[src/rtl/seg_xlate_pkg.sv]
package seg_xlate_pkg;

    typedef enum logic [1:0] {
        ACC_FETCH = 2'd0,
        ACC_STACK = 2'd1,
        ACC_DATA  = 2'd2
    } acc_kind_e;

    typedef enum logic [2:0] {
        FLT_NONE  = 3'd0,
        FLT_NULL  = 3'd1,
        FLT_PRIV  = 3'd2,
        FLT_TYPE  = 3'd3,
        FLT_LIMIT = 3'd4
    } fault_e;

    // Implicit register slots
    localparam int SLOT_CODE  = 0;
    localparam int SLOT_STACK = 1;
    localparam int SLOT_DATA  = 2;

    typedef struct packed {
        logic       exec;
        logic       rw;
        logic [1:0] dpl;
        logic       nul;
    } seg_attr_t;

    typedef struct packed {
        logic   done;
        fault_e code;
    } chk_res_t;

    // Type rule: fetch needs code, write needs writable data,
    // read through code needs the readable bit.
    function automatic logic type_bad(input logic is_fetch, input logic is_write,
                                      input seg_attr_t a);
        if (is_fetch)
            return !a.exec;
        if (is_write)
            return a.exec || !a.rw;
        return a.exec && !a.rw;
    endfunction

    function automatic fault_e pick_fault(input logic f_null, input logic f_priv,
                                          input logic f_type, input logic f_limit);
        if (f_null)  return FLT_NULL;
        if (f_priv)  return FLT_PRIV;
        if (f_type)  return FLT_TYPE;
        if (f_limit) return FLT_LIMIT;
        return FLT_NONE;
    endfunction

endpackage

[src/rtl/seg_select.sv]
module seg_select
    import seg_xlate_pkg::*;
#(
    parameter int ADDR_W   = 32,
    parameter int NUM_SEGS = 6,
    parameter int SEL_W    = 3
) (
    input  acc_kind_e                    kind,
    input  logic                         ovr_en,
    input  logic [SEL_W-1:0]             ovr_sel,
    input  logic [NUM_SEGS*ADDR_W-1:0]   base_flat,
    input  logic [NUM_SEGS*ADDR_W-1:0]   limit_flat,
    input  logic [NUM_SEGS-1:0]          exec_in,
    input  logic [NUM_SEGS-1:0]          rw_in,
    input  logic [NUM_SEGS*2-1:0]        dpl_flat,
    input  logic [NUM_SEGS-1:0]          null_in,
    output logic [ADDR_W-1:0]            sel_base,
    output logic [ADDR_W-1:0]            sel_limit,
    output seg_attr_t                    sel_attr
);

    logic [ADDR_W-1:0] base_arr  [NUM_SEGS];
    logic [ADDR_W-1:0] limit_arr [NUM_SEGS];
    seg_attr_t         attr_arr  [NUM_SEGS];

    genvar g;
    generate
        for (g = 0; g < NUM_SEGS; g++) begin : g_unpack
            assign base_arr[g]      = base_flat[g*ADDR_W +: ADDR_W];
            assign limit_arr[g]     = limit_flat[g*ADDR_W +: ADDR_W];
            assign attr_arr[g].exec = exec_in[g];
            assign attr_arr[g].rw   = rw_in[g];
            assign attr_arr[g].dpl  = dpl_flat[g*2 +: 2];
            assign attr_arr[g].nul  = null_in[g];
        end
    endgenerate

    logic [SEL_W-1:0] idx;

    always_comb begin
        unique case (kind)
            ACC_FETCH: idx = SEL_W'(SLOT_CODE);
            ACC_STACK: idx = SEL_W'(SLOT_STACK);
            default:   idx = SEL_W'(SLOT_DATA);
        endcase
        if (ovr_en && kind != ACC_FETCH)
            idx = ovr_sel;
    end

    // An index past the last register reads as a null segment
    always_comb begin
        sel_base  = '0;
        sel_limit = '0;
        sel_attr  = '{exec: 1'b0, rw: 1'b0, dpl: 2'd0, nul: 1'b1};
        for (int i = 0; i < NUM_SEGS; i++) begin
            if (int'(idx) == i) begin
                sel_base  = base_arr[i];
                sel_limit = limit_arr[i];
                sel_attr  = attr_arr[i];
            end
        end
    end

endmodule

[src/rtl/seg_check.sv]
module seg_check
    import seg_xlate_pkg::*;
#(
    parameter int ADDR_W = 32
) (
    input  logic              req_valid,
    input  acc_kind_e         kind,
    input  logic              is_write,
    input  logic [1:0]        cpl,
    input  logic [ADDR_W-1:0] offset,
    input  logic [ADDR_W-1:0] base,
    input  logic [ADDR_W-1:0] limit,
    input  seg_attr_t         attr,
    output logic [ADDR_W-1:0] lin_addr,
    output chk_res_t          res
);

    logic f_null, f_priv, f_type, f_limit;

    assign lin_addr = base + offset;

    always_comb begin
        f_null  = attr.nul;
        f_priv  = attr.dpl < cpl;
        f_type  = type_bad(kind == ACC_FETCH, is_write, attr);
        f_limit = offset > limit;
        res.done = req_valid;
        res.code = req_valid ? pick_fault(f_null, f_priv, f_type, f_limit) : FLT_NONE;
    end

endmodule

[src/rtl/seg_resp_reg.sv]
module seg_resp_reg
    import seg_xlate_pkg::*;
#(
    parameter int ADDR_W = 32
) (
    input  logic              clk,
    input  logic              rst,
    input  chk_res_t          res_in,
    input  logic [ADDR_W-1:0] addr_in,
    output logic              done_q,
    output logic              ok_q,
    output fault_e            fault_q,
    output logic [ADDR_W-1:0] addr_q
);

    always_ff @(posedge clk) begin
        if (rst) begin
            done_q  <= 1'b0;
            ok_q    <= 1'b0;
            fault_q <= FLT_NONE;
            addr_q  <= '0;
        end else begin
            done_q  <= res_in.done;
            ok_q    <= res_in.done && (res_in.code == FLT_NONE);
            fault_q <= res_in.code;
            addr_q  <= res_in.done ? addr_in : '0;
        end
    end

endmodule

[src/rtl/seg_xlate_unit.sv]
module seg_xlate_unit
    import seg_xlate_pkg::*;
#(
    parameter int ADDR_W   = 32,
    parameter int NUM_SEGS = 6,
    parameter int SEL_W    = $clog2(NUM_SEGS)
) (
    input  logic                        clk,
    input  logic                        rst,
    input  logic                        req_valid,
    input  logic [1:0]                  req_kind,
    input  logic                        req_ovr_en,
    input  logic [SEL_W-1:0]            req_ovr_sel,
    input  logic [ADDR_W-1:0]           req_offset,
    input  logic                        req_write,
    input  logic [1:0]                  cur_pl,
    input  logic [NUM_SEGS*ADDR_W-1:0]  seg_base_flat,
    input  logic [NUM_SEGS*ADDR_W-1:0]  seg_limit_flat,
    input  logic [NUM_SEGS-1:0]         seg_exec,
    input  logic [NUM_SEGS-1:0]         seg_rw,
    input  logic [NUM_SEGS*2-1:0]       seg_dpl_flat,
    input  logic [NUM_SEGS-1:0]         seg_null,
    output logic                        rsp_done,
    output logic                        rsp_ok,
    output logic [2:0]                  rsp_fault,
    output logic [ADDR_W-1:0]           rsp_addr
);

    acc_kind_e         kind;
    logic [ADDR_W-1:0] sel_base, sel_limit, lin_addr;
    seg_attr_t         sel_attr;
    chk_res_t          chk_res;
    fault_e            fault_q;

    assign kind = acc_kind_e'(req_kind);

    seg_select #(.ADDR_W(ADDR_W), .NUM_SEGS(NUM_SEGS), .SEL_W(SEL_W)) u_select (
        .kind       (kind),
        .ovr_en     (req_ovr_en),
        .ovr_sel    (req_ovr_sel),
        .base_flat  (seg_base_flat),
        .limit_flat (seg_limit_flat),
        .exec_in    (seg_exec),
        .rw_in      (seg_rw),
        .dpl_flat   (seg_dpl_flat),
        .null_in    (seg_null),
        .sel_base   (sel_base),
        .sel_limit  (sel_limit),
        .sel_attr   (sel_attr)
    );

    seg_check #(.ADDR_W(ADDR_W)) u_check (
        .req_valid (req_valid),
        .kind      (kind),
        .is_write  (req_write),
        .cpl       (cur_pl),
        .offset    (req_offset),
        .base      (sel_base),
        .limit     (sel_limit),
        .attr      (sel_attr),
        .lin_addr  (lin_addr),
        .res       (chk_res)
    );

    seg_resp_reg #(.ADDR_W(ADDR_W)) u_resp (
        .clk     (clk),
        .rst     (rst),
        .res_in  (chk_res),
        .addr_in (lin_addr),
        .done_q  (rsp_done),
        .ok_q    (rsp_ok),
        .fault_q (fault_q),
        .addr_q  (rsp_addr)
    );

    assign rsp_fault = fault_q;

endmodule

[config.mk]
export PLATFORM = sky130hd
export DESIGN_NAME = seg_xlate_unit
export DESIGN_NICKNAME = d
export VERILOG_FILES = /design/src/rtl/seg_xlate_pkg.sv /design/src/rtl/seg_select.sv /design/src/rtl/seg_check.sv /design/src/rtl/seg_resp_reg.sv /design/src/rtl/seg_xlate_unit.sv
export SDC_FILE = /design/constraint.sdc
export NUM_CORES = 1
export LEC_CHECK = 0
export ABC_CLOCK_PERIOD_IN_PS = 3520
export CAP_MARGIN = 20
export CORE_AREA = 5 5 190 192
export DETAILED_ROUTE_END_ITERATION = 16
export DIE_AREA = 0 0 195 197
export DONT_BUFFER_PORTS = 1
export GPL_ROUTABILITY_DRIVEN = 0
export PLACE_DENSITY_LB_ADDON = 0.25
export RECOVER_POWER = 50
export SLEW_MARGIN = 20
export SYNTH_ARGS = -nofsm -noshare
export SYNTH_HDL_FRONTEND = slang
export SYNTH_HIERARCHICAL = 1
export SYNTH_SLANG_ARGS = --single-unit
[constraint.sdc]
create_clock -name clk -period 3.52 [get_ports clk]
set_input_delay 0.352 -clock clk [delete_from_list [all_inputs] [get_ports clk]]
set_output_delay 0.352 -clock clk [all_outputs]
set_load 0.01 [all_outputs]
# After elaboration in Yosys (flattened, before gate mapping)
# Index checks and enable logic that the tools add are counted.
# Widths: inputs -> output; s select.
[totals] register_bits=37 inputBits=458 output_inout_bits=37 wordCells=71
[classes] n_addsub=1 order_cmp=2 n_eq_ne=6 muxes=46 bitwise_logic=1 n_reduce_logical=11
[ops] cell="$mux 32" count=12
[ops] cell="$add 32x32->32" count=1
[ops] cell="$gt 32x32->1" count=1
[ops] cell="$mux 3" count=10
[ops] cell="$mux 5" count=6
[ops] cell="$mux 1" count=17
[ops] cell="$eq 3x3->1 const B" count=4
[ops] cell="$logic_not 3->1" count=2
[ops] cell="$pmux 2 s2" count=1
[ops] cell="$eq 3x2->1 const B" count=1
[ops] cell="$logic_and 1x1->1" count=3
[ops] cell="$eq 2x1->1 const B" count=1
[ops] cell="$logic_not 1->1" count=2
[ops] cell="$logic_not 2->1" count=1
[ops] cell="$lt 2x2->1" count=1
[ops] cell="$reduce_bool 2->1" count=1
[ops] cell="$reduce_or 2->1" count=1
[ops] cell="$logic_or 1x1->1" count=1
[ops] cell="$not 1->1" count=1

# Longest topological paths before layout
# Gate-level depths: netlist of the first run.
[logic_depth] depth_word=28 depth_mapped=18

# By module
# The synthesis of the first run kept the hierarchy.
[modules_own_cells] module="seg_select" n_inst=1 cells_each=507 area_each_um2=3473.3 seq_area_each_um2=0.0
[modules_own_cells] module="seg_check" n_inst=1 cells_each=354 area_each_um2=2496.1 seq_area_each_um2=0.0
[modules_own_cells] module="seg_resp_reg" n_inst=1 cells_each=77 area_each_um2=1023.5 seq_area_each_um2=740.7

# Least setup slack after synthesis of the first run
# Ideal clock, no wire load.
[synth_path] path_type="input-to-reg" start="input port req_ovr_en" end="register u_resp.addr_q[30]" setup_ps=115 arrival_ps=3532 required_ps=3405 path_slack_ps=-127 stages=17 n_path_buf=2 path_cell_list="buf_4 -> or4b_1 -> nand2_2 -> buf_2 -> a221oi_1 -> o221ai_1 -> ha_1 -> inv_1 -> fa_1 -> nor2b_1 -> o211ai_1 -> a31o_2 -> a21oi_2 -> a21boi_1 -> o41ai_1 -> xnor2_1 -> and2_1"
[synth_via] elab_chain_len=10 word_cells_on_any_way=15
[synth_lines] element="start: declaration" line="seg_xlate_unit.sv:12" rtl="input logic req_ovr_en,"
[synth_lines] element="$logic_and 1x1->1 *" line="seg_select.sv:46" rtl="if (ovr_en && kind != ACC_FETCH)"
[synth_lines] element="$mux 3 *" line="seg_select.sv:46"
[synth_lines] element="$logic_not 3->1" line="seg_select.sv:56" rtl="if (int'(idx) == i) begin"
[synth_lines] element="$mux 32 (5 in a row)" line="seg_select.sv:56"
[synth_lines] element="$mux 32 *" line="seg_select.sv:56"
[synth_lines] element="via sel_base[0]" line="seg_xlate_unit.sv:30" rtl="logic [ADDR_W-1:0] sel_base, sel_limit, lin_addr;"
[synth_lines] element="$add 32x32->32 *" line="seg_check.sv:20" rtl="assign lin_addr = base + offset;"
[synth_lines] element="via lin_addr[30]" line="seg_xlate_unit.sv:30"
[synth_lines] element="end signal: assignment" line="seg_resp_reg.sv:26" rtl="addr_q <= res_in.done ? addr_in : '0;"
[synth_lines] element="end: declaration" line="seg_resp_reg.sv:13" rtl="output logic [ADDR_W-1:0] addr_q"
# The timed path passes the listed nets; every way through them passes the cells marked *.
# A chain may end at the register's enable or synchronous reset.

# Final worst setup path of the first run
[layout_path] start="input port req_kind[0]" end="register u_resp.addr_q[31]"
[layout_via] elab_chain_len=11 word_cells_on_any_way=19
[layout_lines] element="start: declaration" line="seg_xlate_unit.sv:11" rtl="input logic [1:0] req_kind,"
[layout_lines] element="$eq 2x1->1, or another cell as far along" line="seg_select.sv:41" rtl="unique case (kind)"
[layout_lines] element="$pmux 2 s2 / $logic_and 1x1->1 (equally long branches)" line="seg_select.sv:41, seg_select.sv:46"
[layout_lines] element="$mux 3 *" line="seg_select.sv:46"
[layout_lines] element="$logic_not 3->1" line="seg_select.sv:56"
[layout_lines] element="$mux 32 (5 in a row)" line="seg_select.sv:56"
[layout_lines] element="$mux 32 *" line="seg_select.sv:56"
[layout_lines] element="via sel_base[2]" line="seg_xlate_unit.sv:30"
[layout_lines] element="$add 32x32->32 *" line="seg_check.sv:20"
[layout_lines] element="via lin_addr[31]" line="seg_xlate_unit.sv:30"
# Marks and branches as above.

==> results of run 1 <==
==> Yosys cell counts (4+ instances only) <==
master,n
sky130_fd_sc_hd__dfxtp_1,37
sky130_fd_sc_hd__a31oi_1,6
sky130_fd_sc_hd__nor3_1,4
sky130_fd_sc_hd__o21a_1,9
sky130_fd_sc_hd__buf_4,5
sky130_fd_sc_hd__buf_6,8
sky130_fd_sc_hd__and2_1,34
sky130_fd_sc_hd__nand4_1,12
sky130_fd_sc_hd__and3_1,4
sky130_fd_sc_hd__buf_2,32
sky130_fd_sc_hd__a21oi_1,108
sky130_fd_sc_hd__a221oi_2,20
sky130_fd_sc_hd__xor2_1,14
sky130_fd_sc_hd__o211ai_1,5
sky130_fd_sc_hd__ha_1,64
sky130_fd_sc_hd__clkbuf_1,39
sky130_fd_sc_hd__nor2_1,18
sky130_fd_sc_hd__xnor2_1,17
sky130_fd_sc_hd__a221oi_1,48
sky130_fd_sc_hd__o21ai_0,22
sky130_fd_sc_hd__inv_1,44
sky130_fd_sc_hd__a21o_1,18
sky130_fd_sc_hd__o21ai_1,4
sky130_fd_sc_hd__o221ai_1,136
sky130_fd_sc_hd__nor2b_1,79
sky130_fd_sc_hd__nand3_1,10
sky130_fd_sc_hd__nand2_1,97
==> per-stage QoR <==
step | worst slack, ns | util, % | setup TNS (ns) | area [sq um] | total power, mW
2_1_floorplan | 0.0241 | - | 0 | 7030 | 1.56
3_3_place_gp | -0.227 | 24.7 | -2.81 | 8460 | 2.13
3_5_place_dp | -0.258 | 24.7 | -2.96 | 8460 | 2.14
4_1_cts | 0.0436 | 25.2 | 0 | 8600 | 2.64
5_1_grt | -0.0360 | 25.6 | -0.0617 | 8770 | 2.88
6_report | 0.129 | 25.6 | 0 | 8770 | 2.65
==> final cells by class <==
| class | count | area [sq um] |
|---|---|---|
| inverters | 44 | 165 |
| repair buffers | 156 | 1370 |
| clock inverters | 3 | 17.5 |
| fillers | 3804 | 25400 |
| flip-flops and latches | 37 | 741 |
| clock buffers | 5 | 125 |
| well taps | 455 | 569 |
| multi-input cells | 772 | 5780 |
| diodes | 1 | 2.50 |
==> flip-flops by register name (all words and copies together), names as in the netlist <==
signal / flops
u_resp/addr_q: 32
u_resp/ok_q: 1
u_resp/fault_q: 3
u_resp/done_q: 1
==> critical path, stage by stage <==
cell and delay (ns):
sky130_fd_sc_hd__or2_1 0.17, sky130_fd_sc_hd__nand4b_1 0.16, sky130_fd_sc_hd__buf_4 0.19, sky130_fd_sc_hd__buf_12 0.14, sky130_fd_sc_hd__buf_4 0.15, sky130_fd_sc_hd__o221ai_1 0.25
sky130_fd_sc_hd__o221ai_1 0.20, sky130_fd_sc_hd__ha_1 0.34, sky130_fd_sc_hd__nand3_1 0.10, sky130_fd_sc_hd__o211ai_2 0.27, sky130_fd_sc_hd__a22oi_2 0.11, sky130_fd_sc_hd__buf_4 0.17
sky130_fd_sc_hd__o311ai_4 0.31, sky130_fd_sc_hd__a31oi_2 0.17, sky130_fd_sc_hd__o211ai_1 0.23, sky130_fd_sc_hd__xnor2_1 0.10, sky130_fd_sc_hd__and2_1 0.16
==> power groups by stage <==
| stage | Sequential, mW | Combinational [mW] | Clock [mW] |
|---|---|---|---|
| 2_1_floorplan | 0.520 | 1.04 | 0 |
| 3_3_place_gp | 0.535 | 1.60 | 0 |
| 3_5_place_dp | 0.534 | 1.60 | 0 |
| 4_1_cts | 0.524 | 1.61 | 0.506 |
| 5_1_grt | 0.527 | 1.83 | 0.521 |
| 6_report | 0.523 | 1.65 | 0.479 |
==> path summary, 6_finish.rpt <==
| check | start | endpoint | slack (ns) | cells past startpoint |
|---|---|---|---|---|
| setup / recovery | req_kind[0] | u_resp/addr_q[31] | 0.13 | 17 |
| hold / removal | rst | u_resp/fault_q[1] | 0.11 | 1 |
==> layer usage <==
metal / share of wire [%] / routed length (um)
met5: 0.12 / 47
met4: 2.4 / 929
met3: 7.5 / 2850
met2: 48 / 18400
met1: 42 / 15800
==> what timing repair did <==
item                       in CTS  in global routing
resized for setup               0                 18
buffers inserted                0                  7
setup endpoints to repair       0                 13
==> logic make-up after synthesis <==
logic type,after synthesis,synth area share (%)
compound gates,401,44.3
simple gates,275,20.8
buf+inv,129,8.64
fa+ha+maj,65,11.7
flops,37,10.6
xor+xnor,31,3.88
==> flow_summary.yaml, run 1 <==
yosys:
  synth_async_sr_flop_share_pct: 0
  synthFlopType: "sky130_fd_sc_hd__dfxtp_1"
  synth_enable_flop_cells: 0
  synthDominantAreaCellType: "sky130_fd_sc_hd__o221ai_1"
  post-synth-top-area-fraction_pct: 17.0
  post_synth_main_area_contributors: "sky130_fd_sc_hd__o221ai_1 (17%), sky130_fd_sc_hd__ha_1 (11%), sky130_fd_sc_hd__dfxtp_1 (11%), sky130_fd_sc_hd__a21oi_1 (7.7%), sky130_fd_sc_hd__nor2b_1 (7.1%)"
  synthCells: 938
  mean_post_synth_cell_area_sq_um: 7.46
  synth.ff_latch_count: 37
  synth_warnings: 6
  number_of_unique_standard_cell_types_used_by_synthesis: 60
  synthesis.area_sq_mm: 0.00699
  synth_nets: 1461
  yosysSeqAreaShare_pct: 10.6
worst_setup_path:
  worst-endpoint-arrival_ns: 3.58
  startpoint_class_of_the_critical_path: "input port"
  setup.worst_path.end_class: "flip-flop"
  criticalPathCategory: "input port to flip-flop"
  critPathRequiredTime_ns: 3.71
  critical_path_peak_fanout: 12
detailed_routing:
  vias_per_cell: 5.55
  route.antenna.remaining_nets: 0
  drc_errors: 0
  detail_route.iter0.violations: 574
  num_vias: 8178
  drt-wirelength-per-cell_um: 25.8
  number_of_optimization_iterations_in_the_first_detailed_route_pass: 6
  routed_wirelength_mm: 38.1
layout:
  finish.net_count: 1539
  layout.cells.most_common_list: "sky130_fd_sc_hd__buf_4 (139), sky130_fd_sc_hd__o221ai_1 (133), sky130_fd_sc_hd__a21oi_1 (108)"
  commonest_non_fill_non_tap_cell_in_the_layout: "sky130_fd_sc_hd__buf_4"
  layout.cells.non_filler: 1473
  layout_cell_share_with_drive_strength_beyond_1_pct: 21.0
  syn2layout_area_growth_pct: 25.4
pwr:
  total_leakage_power_nw: 3.38
  power.internal_mw: 1.56
  switchingPower_mw: 1.10
  seq_power_share_pct: 19.7
  irDropWorstVdd_uv: 142
  power-per-cell-area_mw_per_mm2: 302
  power.switching_fraction_pct: 41.3
  power.clock.fraction_pct: 18.0
  combinationalPowerShare_pct: 62.2
sta:
  final_hold_viol_count: 0
  final.min_clock_period_ns: 3.39
  setup_viol: 0
  worst-slew-pin-transition_ns: 0.769
  maxSlewHeadroom_pct: 48.6
  finalHoldWorstSlack_ns: 0.115
  drv_slew: 0
  period_share_pct: 96.3
  timing.fmax_mhz: 295
global_routing:
  pin_count_of_the_biggest_net_entering_global_routing: 144
  grt.busiest_layer: "met2"
  grt_pass1_vias: 8298
  grt.overflow.total: 0
  grt_use_total_pct: 18.2
  grt_first_pass_wirelength_mm: 53.5
  antenna_found_initial: 2
  global_route.usage.met2_pct: 32.0
  grt_util_met3_pct: 3.54
  fraction_of_met1_tracks_used_by_global_routing_pct: 22.9
floorplanning:
  placementRows: 68
  die-width_um: 195
  floorplan.core_area_sq_mm: 0.0342
  die_area_sq_mm: 0.0384
  floorplan.initialDensity_pct: 20.4
  floorplan.io_pins: 495
  chipHeight_um: 197
cts:
  worst_setup_hold_path_clk_slew_ns: 0.07
  numClockSinks: 37
  ctsHoldBuffers: 0
  cts_buffers: 5
  cts-root-to-sink-buffers: 2
  htree_levels: 2
  root_buffer: "sky130_fd_sc_hd__clkbuf_16"
  tritoncts: "done"
outcome:
  outcome: "finished, final reports clean"
place:
  placed_cells_incl_taps: 1456
  detailed_place_hpwl_mm: 32.3
  number_of_port_buffers: 0
worst_hold_path:
  hold_path.class: "input port to flip-flop"
run:
  drv.max_cap_violation_count: 0
Note: power is estimated with default switching activity, not from simulation.
==> run 2: changes to the inputs <==
Settings changed: ABC_CLOCK_PERIOD_IN_PS 3520 to 3600, CORE_AREA 5 5 190 192 to 5 5 187 189, DIE_AREA 0 0 195 197 to 0 0 192 194, SYNTH_HIERARCHICAL 1 to not set.
Clock period 3.52 ns to 3.6 ns, I/O delays scaled along.
==> run 2 against run 1 <==
Final cell count shrank 15%. Synthesized area shrank 18%. Setup slack gained 0.060 ns. Via count shrank 18%. Combinational power shrank 26%. Highest routed layer unchanged. Wire length shrank 9.6%. Critical path type unchanged. Critical endpoint is now u_resp.addr_q[28]. Sequential power shrank 3%. Non-clock buffer count shrank 68. Critical path depth shrank 2.
==> flow_summary.yaml, run 2 <==
worst_setup_path:
  startpoint_class_of_the_critical_path: "input port"
  crit_family: "compound AO/OA/AOI/OAI gates"
  worst-path-buf-inv: 0
  slowest_delay_ns: 0.44
  critical_path_peak_fanout: 4
  setup.worst_path.end_class: "flip-flop"
  worst-endpoint-arrival_ns: 3.58
  crit_cells: 15
  worst_path_max_delay_cell: "sky130_fd_sc_hd__fa_2"
  criticalPathCategory: "input port to flip-flop"
  critPathRequiredTime_ns: 3.77
  worstPathCellList: "or2_2 -> and3_4 -> a222oi_1 -> nand2_1 -> ha_2 -> fa_2 -> a211oi_2 -> o211ai_1 -> a41oi_2 -> o21ai_4 -> a21oi_4 -> o21ai_2 -> a221oi_4 -> a21oi_1 -> mux2i_1"
yosys:
  yosysSeqAreaShare_pct: 12.8
  synthesis.area_sq_mm: 0.00577
  synth_nets: 1276
  post_synth_main_area_contributors: "sky130_fd_sc_hd__ha_1 (14%), sky130_fd_sc_hd__dfxtp_1 (13%), sky130_fd_sc_hd__a22oi_1 (5.1%), sky130_fd_sc_hd__mux2_2 (5.1%), sky130_fd_sc_hd__nand2_1 (5.1%)"
  synth_async_sr_flop_share_pct: 0
  synthDominantAreaCellType: "sky130_fd_sc_hd__ha_1"
  most_numerous_cell_in_the_yosys_netlist: "sky130_fd_sc_hd__nand2_1"
  top_cells_by_instance_count_after_synthesis: "sky130_fd_sc_hd__nand2_1 (78), sky130_fd_sc_hd__ha_1 (64), sky130_fd_sc_hd__nor2_1 (56)"
  mean_post_synth_cell_area_sq_um: 7.66
  synthCells: 753
  synth_warnings: 0
  post-synth-top-area-fraction_pct: 13.9
  synth.ff_latch_count: 37
  synth_enable_flop_cells: 0
  number_of_unique_standard_cell_types_used_by_synthesis: 59
  synthFlopType: "sky130_fd_sc_hd__dfxtp_1"
run:
  drv.max_cap_violation_count: 0
layout:
  commonest_non_fill_non_tap_cell_in_the_layout: "sky130_fd_sc_hd__buf_4"
  regMostFlops: "u_resp.addr_q"
  layout.core_utilization_pct: 21.6
  finish.net_count: 1320
  syn2layout_area_growth_pct: 23.9
  biggestRegsByFlops: "u_resp.addr_q x32, u_resp.fault_q x3"
  layout_cell_share_with_drive_strength_beyond_1_pct: 19.1
  largest_reg_flops: 32
  layout.cells.non_filler: 1252
  layout.cells.most_common_list: "sky130_fd_sc_hd__buf_4 (81), sky130_fd_sc_hd__nand2_1 (78), sky130_fd_sc_hd__ha_1 (62)"
detailed_routing:
  route.antenna.remaining_nets: 0
  vias_per_cell: 5.33
  drc_errors: 0
  number_of_optimization_iterations_in_the_first_detailed_route_pass: 8
  detail_route.iter0.violations: 562
  routed_wirelength_mm: 34.4
  num_vias: 6670
  drt-wirelength-per-cell_um: 27.5
global_routing:
  antenna_found_initial: 8
  grt.overflow.total: 0
  pin_count_of_the_biggest_net_entering_global_routing: 75
  grt_pass1_vias: 6899
  grt_first_pass_wirelength_mm: 47.1
  grt_use_total_pct: 17.1
floorplanning:
  placementRows: 67
  die_area_sq_mm: 0.0372
  die-width_um: 192
  floorplan.initialDensity_pct: 17.4
  chipHeight_um: 194
  floorplan.core_area_sq_mm: 0.0331
  floorplan.io_pins: 495
place:
  number_of_port_buffers: 0
  placed_cells_incl_taps: 1236
  detailed_place_hpwl_mm: 29.9
pwr:
  power.clock.fraction_pct: 21.2
  seq_power_share_pct: 23.1
  power-per-cell-area_mw_per_mm2: 307
  power.internal_mw: 1.32
  switchingPower_uw: 875
  power.switching_fraction_pct: 39.9
  total_leakage_power_nw: 2.81
  combinationalPowerShare_pct: 55.7
  irDropWorstVdd_uv: 146
  finalPower_mw: 2.19
cts:
  root_buffer: "sky130_fd_sc_hd__clkbuf_16"
  tritoncts: "done"
  worst_setup_hold_path_clk_slew_ns: 0.06
  cts-root-to-sink-buffers: 2
  htree_levels: 2
  numClockSinks: 37
  ctsHoldBuffers: 0
  cts_buffers: 5
sta:
  rsz_0062_raised_after_global_routing: "no"
  timing.fmax_mhz: 293
  period_share_pct: 94.7
  drv_slew: 0
  maxSlewHeadroom_pct: 61.3
  final_hold_viol_count: 0
  final.min_clock_period_ns: 3.41
  setup_viol: 0
  worst-slew-pin-transition_ns: 0.580
outcome:
  outcome: "finished, final reports clean"
worst_hold_path:
  worst_hold_depth: 3
  hold_path.class: "input port to flip-flop"
run 2: final cells by class:
type                       count  area [sq um]
antenna                        7          17.5
clock buffer                   7           143
fill                        3679         26000
inverter                      11          41.3
multi-input combinational    654          4910
sequential                    37           741
tap                          448           561
timing repair buffer          88           738
run 2: logic make-up after synthesis:
kind of cell             after synthesis  synth area share [%]
AND/OR/NAND/NOR                      204                  15.9
XOR/XNOR                              21                  3.19
flip-flops                            37                  12.8
adder cells (fa/ha/maj)               65                  14.2
buffers and inverters                 62                  4.47
AO/OA/AOI/OAI                        312                  39.8
multiplexers                          52                  9.59
run 2: layer usage:
metal	GRT usage, %	part of all wire (%)	up-vias
met4	4.41	2.1	4
met2	30.0	49	367
met3	2.90	6.9	35
met5	0	0.078	-
met1	21.5	42	3188
li1	-	-	3076
run 2: tightest hold or removal path: stages:
cell and delay (ns):
sky130_fd_sc_hd__xnor2_1 0.06, sky130_fd_sc_hd__nand2_1 0.06, sky130_fd_sc_hd__mux2i_1 0.06
run 2: repair_timing:
item,CTS,global route
setup endpoints to repair,2,12
endpoints found under the hold margin,0,0
setup buffers,0,2
resized for setup,1,17
pin swaps,0,17
run 2: final timing paths:
check | from | to | slack, ns
hold / removal | req_offset[31] | u_resp.addr_q[31] | 0.30
setup / recovery | req_kind[0] | u_resp.addr_q[28] | 0.19
run 2: power groups by stage:
stage	clock, mW	combinational [mW]	sequential (mW)
2_1_floorplan	0	0.820	0.499
3_3_place_gp	0	1.20	0.518
3_5_place_dp	0	1.20	0.517
4_1_cts	0.500	1.21	0.508
5_1_grt	0.507	1.37	0.509
6_report	0.466	1.22	0.506
run 2: per-stage QoR:
| stage | hold slack, ns | instance area [sq um] | setup TNS, ns | worst slack [ns] |
|---|---|---|---|---|
| floorplan | 0.576 | 5830 | -0.306 | -0.118 |
| global placement | 0.592 | 6880 | -1.88 | -0.263 |
| detailed placement | 0.607 | 6880 | -2.12 | -0.296 |
| CTS | 0.287 | 7030 | 0 | 0.0296 |
| global route | 0.325 | 7150 | 0 | 0.00612 |
| finish | 0.300 | 7150 | 0 | 0.189 |
